## src/rtl/irq_agg_pkg.sv

```systemverilog
package irq_agg_pkg;
  localparam int N_SRC   = 10;
  localparam int N_GRP   = 6;
  localparam int CPS_W   = 4;
  localparam int ADDR_W  = 2;
  localparam logic [ADDR_W-1:0] A_CTRL  = 2'd0;
  localparam logic [ADDR_W-1:0] A_STAT  = 2'd1;
  localparam logic [ADDR_W-1:0] A_PRESC = 2'd2;
  localparam logic [ADDR_W-1:0] A_TSET  = 2'd3;
  localparam int B_GEN   = 0;
  localparam int B_EDGE  = 1;
  localparam int B_GRP0  = 2;

  // group index of a status bit: GPIO banks own one each, LEDs share, serial share
  function automatic int src_group(input int idx);
    if (idx < 4)      return idx;
    else if (idx < 7) return 4;
    else              return 5;
  endfunction
endpackage

```

## src/rtl/irq_status_reg.sv

```systemverilog
module irq_status_reg #(
  parameter int N = 10
) (
  input  logic         clk_i,
  input  logic         rst_ni,
  input  logic [N-1:0] set_i,
  input  logic [N-1:0] clr_i,
  output logic [N-1:0] status_o
);
  logic [N-1:0] st_q;

  // set wins over a same-cycle clear
  always_ff @(posedge clk_i or negedge rst_ni) begin
    if (!rst_ni) st_q <= '0;
    else         st_q <= (st_q & ~clr_i) | set_i;
  end

  assign status_o = st_q;
endmodule

```

## src/rtl/irq_out_gen.sv

```systemverilog
module irq_out_gen
  import irq_agg_pkg::*;
(
  input  logic             clk_i,
  input  logic             rst_ni,
  input  logic [N_SRC-1:0] status_i,
  input  logic [7:0]       ctrl_i,
  output logic             irq_o
);
  logic [N_SRC-1:0] src_en;
  logic             pend_d, pend_q, irq_q;

  for (genvar i = 0; i < N_SRC; i++) begin : g_en
    assign src_en[i] = ctrl_i[B_GRP0 + src_group(i)];
  end

  assign pend_d = ctrl_i[B_GEN] & (|(status_i & src_en));

  always_ff @(posedge clk_i or negedge rst_ni) begin
    if (!rst_ni) begin
      pend_q <= 1'b0;
      irq_q  <= 1'b0;
    end else begin
      pend_q <= pend_d;
      irq_q  <= ctrl_i[B_EDGE] ? (pend_d & ~pend_q) : pend_d;
    end
  end

  assign irq_o = irq_q;
endmodule

```

## src/rtl/irq_timebase.sv

```systemverilog
module irq_timebase #(
  parameter int CPS_W  = 4,
  parameter int PRE_W  = 14,
  parameter int TSET_W = 16
) (
  input  logic              clk_i,
  input  logic              rst_ni,
  input  logic              en_i,
  input  logic [CPS_W-1:0]  cps_i,
  input  logic [TSET_W-1:0] tset_i,
  output logic              tick_o
);
  logic [PRE_W-1:0]  pre_q, pre_lim;
  logic [TSET_W-1:0] cnt_q;
  logic              base, tick_q;

  assign pre_lim = ~({PRE_W{1'b1}} << cps_i);
  assign base    = (pre_q == pre_lim);

  always_ff @(posedge clk_i or negedge rst_ni) begin
    if (!rst_ni) begin
      pre_q  <= '0;
      cnt_q  <= '0;
      tick_q <= 1'b0;
    end else if (!en_i) begin
      pre_q  <= '0;
      cnt_q  <= '0;
      tick_q <= 1'b0;
    end else begin
      pre_q  <= base ? '0 : pre_q + 1'b1;
      tick_q <= base && (cnt_q == tset_i);
      if (base) cnt_q <= (cnt_q == tset_i) ? '0 : cnt_q + 1'b1;
    end
  end

  assign tick_o = tick_q;
endmodule

```

## src/rtl/irq_agg_top.sv

```systemverilog
module irq_agg_top
  import irq_agg_pkg::*;
#(
  parameter int DATA_W  = 16,
  parameter int TSET_W  = 16,
  parameter int CPS_MAX = 14
) (
  input  logic              clk_i,
  input  logic              rst_ni,
  input  logic [N_SRC-1:0]  src_irq_i,
  input  logic              reg_we_i,
  input  logic [ADDR_W-1:0] reg_addr_i,
  input  logic [DATA_W-1:0] reg_wdata_i,
  output logic [DATA_W-1:0] reg_rdata_o,
  output logic              host_irq_o,
  output logic              tick_o
);
  localparam int PRE_W = CPS_MAX;
  localparam logic [CPS_W-1:0] CPS_TOP = CPS_W'(CPS_MAX);

  logic [7:0]        mask_q;
  logic [CPS_W-1:0]  cps_q;
  logic              tb_en_q;
  logic [TSET_W-1:0] tset_q;
  logic [N_SRC-1:0]  status_q, clr;
  logic [CPS_W-1:0]  cps_wr;

  assign cps_wr = (reg_wdata_i[CPS_W-1:0] > CPS_TOP) ? CPS_TOP : reg_wdata_i[CPS_W-1:0];
  assign clr    = (reg_we_i && reg_addr_i == A_STAT) ? reg_wdata_i[N_SRC-1:0] : '0;

  always_ff @(posedge clk_i or negedge rst_ni) begin
    if (!rst_ni) begin
      mask_q  <= '0;
      cps_q   <= '0;
      tb_en_q <= 1'b0;
      tset_q  <= '0;
    end else if (reg_we_i) begin
      case (reg_addr_i)
        A_CTRL:  mask_q <= reg_wdata_i[7:0];
        A_PRESC: begin
          cps_q   <= cps_wr;
          tb_en_q <= reg_wdata_i[CPS_W];
        end
        A_TSET:  tset_q <= reg_wdata_i[TSET_W-1:0];
        default: ;
      endcase
    end
  end

  always_comb begin
    case (reg_addr_i)
      A_CTRL:  reg_rdata_o = DATA_W'(mask_q);
      A_STAT:  reg_rdata_o = DATA_W'(status_q);
      A_PRESC: reg_rdata_o = DATA_W'({tb_en_q, cps_q});
      default: reg_rdata_o = DATA_W'(tset_q);
    endcase
  end

  irq_status_reg #(.N(N_SRC)) u_status (
    .clk_i    (clk_i),
    .rst_ni   (rst_ni),
    .set_i    (src_irq_i),
    .clr_i    (clr),
    .status_o (status_q)
  );

  irq_out_gen u_out (
    .clk_i    (clk_i),
    .rst_ni   (rst_ni),
    .status_i (status_q),
    .ctrl_i   (mask_q),
    .irq_o    (host_irq_o)
  );

  irq_timebase #(.CPS_W(CPS_W), .PRE_W(PRE_W), .TSET_W(TSET_W)) u_tb (
    .clk_i  (clk_i),
    .rst_ni (rst_ni),
    .en_i   (tb_en_q),
    .cps_i  (cps_q),
    .tset_i (tset_q),
    .tick_o (tick_o)
  );
endmodule

```

## config.mk

```make
export PLATFORM = sky130hd
export DESIGN_NAME = irq_agg_top
export DESIGN_NICKNAME = d
export VERILOG_FILES = /design/src/rtl/irq_agg_pkg.sv /design/src/rtl/irq_status_reg.sv /design/src/rtl/irq_out_gen.sv /design/src/rtl/irq_timebase.sv /design/src/rtl/irq_agg_top.sv
export SDC_FILE = /design/constraint.sdc
export NUM_CORES = 1
export LEC_CHECK = 0
export BUFFER_PORTS_ARGS = -buffer_cell sky130_fd_sc_hd__buf_4
export CORE_MARGIN = 3
export CORE_UTILIZATION = 58
export CTS_CLUSTER_SIZE = 30
export DETAILED_ROUTE_END_ITERATION = 6
export PLACE_DENSITY_LB_ADDON = 0.15
export SYNTH_ARGS = -nofsm -noshare
export SYNTH_HDL_FRONTEND = slang
export SYNTH_SLANG_ARGS = --single-unit
```

## constraint.sdc

```tcl
create_clock -name clk_i -period 2.83 [get_ports clk_i]
set_clock_uncertainty 0.05 [all_clocks]
set_input_delay 0.283 -clock clk_i [delete_from_list [all_inputs] [get_ports clk_i]]
set_output_delay 0.283 -clock clk_i [all_outputs]
set_load 0.01 [all_outputs]
```

==> results.yml <==
run_status:
  outcome: "completed"
timing:
  relSlewSlack: 0.402
  setup_viol: 0
  timing.hold.ws_ps: 1.74
  slew_violations: 0
  worst_pin_slew_ps: 898
  finalCriticalPeriod_ps: 2690
  fmaxAchievable_mhz: 372
  finalHoldViolations: 0
  post-route-period-util: 0.949
  fin_setup_tns_ps: 0
place:
  dpl.hpwl_um: 7040
  port_buffers: 48
  gp_congestion: 0.920
  place_area_sq_mm: 0.00452
detailed_routing:
  first_iter_violations: 205
  wl_um: 10300
  vias_per_cell: 6.33
  wl_per_cell_um: 18.7
  vias: 3471
  drtAntennaViolNets: 0
  first_pass_iters: 4
  route.detailed.drc: 0
hold_path:
  worstHoldPathType: "input port to async pin"
clock_network:
  cts_buffers: 9
  cts_tree: "yes"
  clock_path_buffers: 2
  worstSkewPairLatency_ps: 350
  clock_sinks: 72
  cts_hold_buffers: 0
  cts_max_level: 3
  clk_pin_slew_ps: 90
  cts-root-buf: "clkbuf_8"
power:
  power_frac_seq: 0.478
  ir_drop_v: 0.000344
  leakage_nw: 1.87
  comb_power_share: 0.224
  clock_power_share: 0.298
  p_int_mw: 1.80
  switching_share: 0.319
  power.density_mw_per_mm2: 558
  p_switching_uw: 840
global_routing:
  grt_overflow: 0
  grt.met3_usage: 0.0359
  met2_usage: 0.419
  grt_max_degree: 73
  grt_most_used_layer: "met2"
  grt_pass1_vias: 3352
  grt_pass1_wl_um: 17000
  grtUsageTotal: 0.256
  antenna_found_initial: 0
  grt_util_met1: 0.346
worst_setup_path:
  critical_path_class: "register to register"
  rrSetupSlack_ps: 140
  crit_fanout: 11
  end_kind: "register"
  startpoint_type: "register"
  cp.arrival_ps: 2890
  required_ps: 3040
synthesis:
  seq_area_frac_synth: 0.443
  netlist_instances: 405
  synth-async-reset-ratio: 1.00
  yosysWarnings: 0
  netlist.area_leader.share: 0.443
  synth_area_leaders: "dfrtp_1 (44%), mux2_2 (7.5%), xnor2_1 (5.4%)"
  netlist_area_sq_mm: 0.00407
  synth_edf_count: 0
  yosysUniqueCellTypes: 52
  ys_ff_latch: 72
  synth.most_common_cell: "dfrtp_1"
  yosysTopAreaCell: "dfrtp_1"
  synth_flop_cell: "dfrtp_1"
  synth_fp_nets: 438
  synth.avg_cell_area_sq_um: 10.0
  synthTopCellsByCount: "dfrtp_1 (72), nand2_1 (42), mux2_2 (27)"
floorplan:
  rows: 29
  coreArea_sq_mm: 0.00657
  io_pins: 49
  dieArea_sq_mm: 0.00805
  start_util: 0.619
  die_h_um: 89.7
  dieWidth_um: 89.7
finish:
  regArea_sq_mm: 0.00181
  final_nets: 483
  finish.instance_area_sq_mm: 0.00473
  area_growth_syn_to_layout_pct: 16.2
  multi_input_area_sq_mm: 0.00213
  drive_gt1_frac: 0.277
  n_fill_cell: 465
  num_antenna_cells: 0
run:
  maxCapViolCount: 0
==> worst paths after layout <==
kind	from	depth (start not counted)	endpoint
worst max-delay path	cps_q[0]$_DFFE_PN0P_	7	u_tb.cnt_q[0]$_DFFE_PN0P_
worst min-delay path	rst_ni	1	u_tb.pre_q[13]$_DFF_PN0_
worst max register to register	cps_q[0]$_DFFE_PN0P_	7	u_tb.cnt_q[0]$_DFFE_PN0P_
worst min register to register	u_out.pend_q$_DFF_PN0_	1	u_out.irq_o$_DFF_PN0_
max in group asynchronous	rst_ni	1	cps_q[1]$_DFFE_PN0P_
min in group clk_i	src_irq_i[1]	2	u_status.status_o[1]$_DFF_PN0_
==> metal layers <==
layer,vias up,wire length (um)
met5,-,0
met4,0,212
met3,21,489
met2,116,5070
met1,1738,4500
li1,1596,-
==> registers in the layout, summed over array words and instances, names as in the netlist <==
| register | count |
|---|---|
| cps_q | 4 |
| u_tb.pre_q | 14 |
| u_out.pend_q | 1 |
| u_out.irq_o | 1 |
| tb_en_q | 1 |
| mask_q | 8 |
| u_status.status_o | 10 |
| tset_q | 16 |
| u_tb.cnt_q | 16 |
| u_tb.tick_o | 1 |
==> power by group through the flow <==
| stage | Clock, mW | Sequential (mW) | Combinational, mW |
|---|---|---|---|
| finish | 0.786 | 1.26 | 0.590 |
| global placement | 0 | 1.26 | 0.568 |
| floorplan | 0 | 1.21 | 0.406 |
| CTS | 0.794 | 1.25 | 0.590 |
| detailed placement | 0 | 1.27 | 0.584 |
| global route | 0.847 | 1.27 | 0.643 |
==> cells by family (layout without fill, tap and decap cells) <==
logic type,Yosys count,count (layout),synth area share
buffers and inverters,32,82,0.0354
xor gates and xnor gates,30,30,0.0646
AOI/OAI and AO/OA,65,65,0.111
and+or+nand+nor,166,166,0.223
DFF,72,72,0.443
muxes,38,38,0.117
adders and majority gates,2,2,0.00615
==> worst max-delay path, cell delays in order (launching register included) <==
cell,delay (ps)
dfrtp_2,500
nand2b_1,180
a211oi_1,270
a21oi_1,60
or4_1,520
or4_4,620
buf_4,190
o22ai_1,200
==> cell type report <==
cell class              instances  share of cell area
clock buffers                  11              0.0320
clock inverters                 5             0.00847
inverters                       3             0.00238
multi-input cells             301               0.450
flip-flops and latches         72               0.382
well taps                      93              0.0246
repair buffers                 63               0.100
==> layout by cell type (no fill, tap or decap), drive strengths merged, types with 9 or more instances in the layout <==
master	Yosys	routed
a21o	10	10
dfrtp	72	72
nor3	20	20
and3	16	16
nand3	17	17
o21ai	9	9
o22ai	11	11
clkbuf	20	11
nor2	17	17
buf	9	63
nand2	42	42
nor4	12	12
mux2	27	27
xnor2	25	25
==> per-stage QoR <==
stage | power, mW | std cells | util | setup WS, ps
after global placement | 1.83 | 532 | 0.689 | 221
after CTS | 2.64 | 548 | 0.718 | 91.8
after global routing | 2.76 | 548 | 0.720 | -7.24
final | 2.64 | 548 | 0.720 | 145
after floorplan | 1.62 | 405 | - | 347
after detailed placement | 1.86 | 532 | 0.689 | 134
==> what timing repair did <==
action	in CTS	in global routing
buffers inserted	0	0
endpoints found under the setup margin	0	8
resized for setup	0	5
Note: power is estimated with default switching activity, not from simulation.
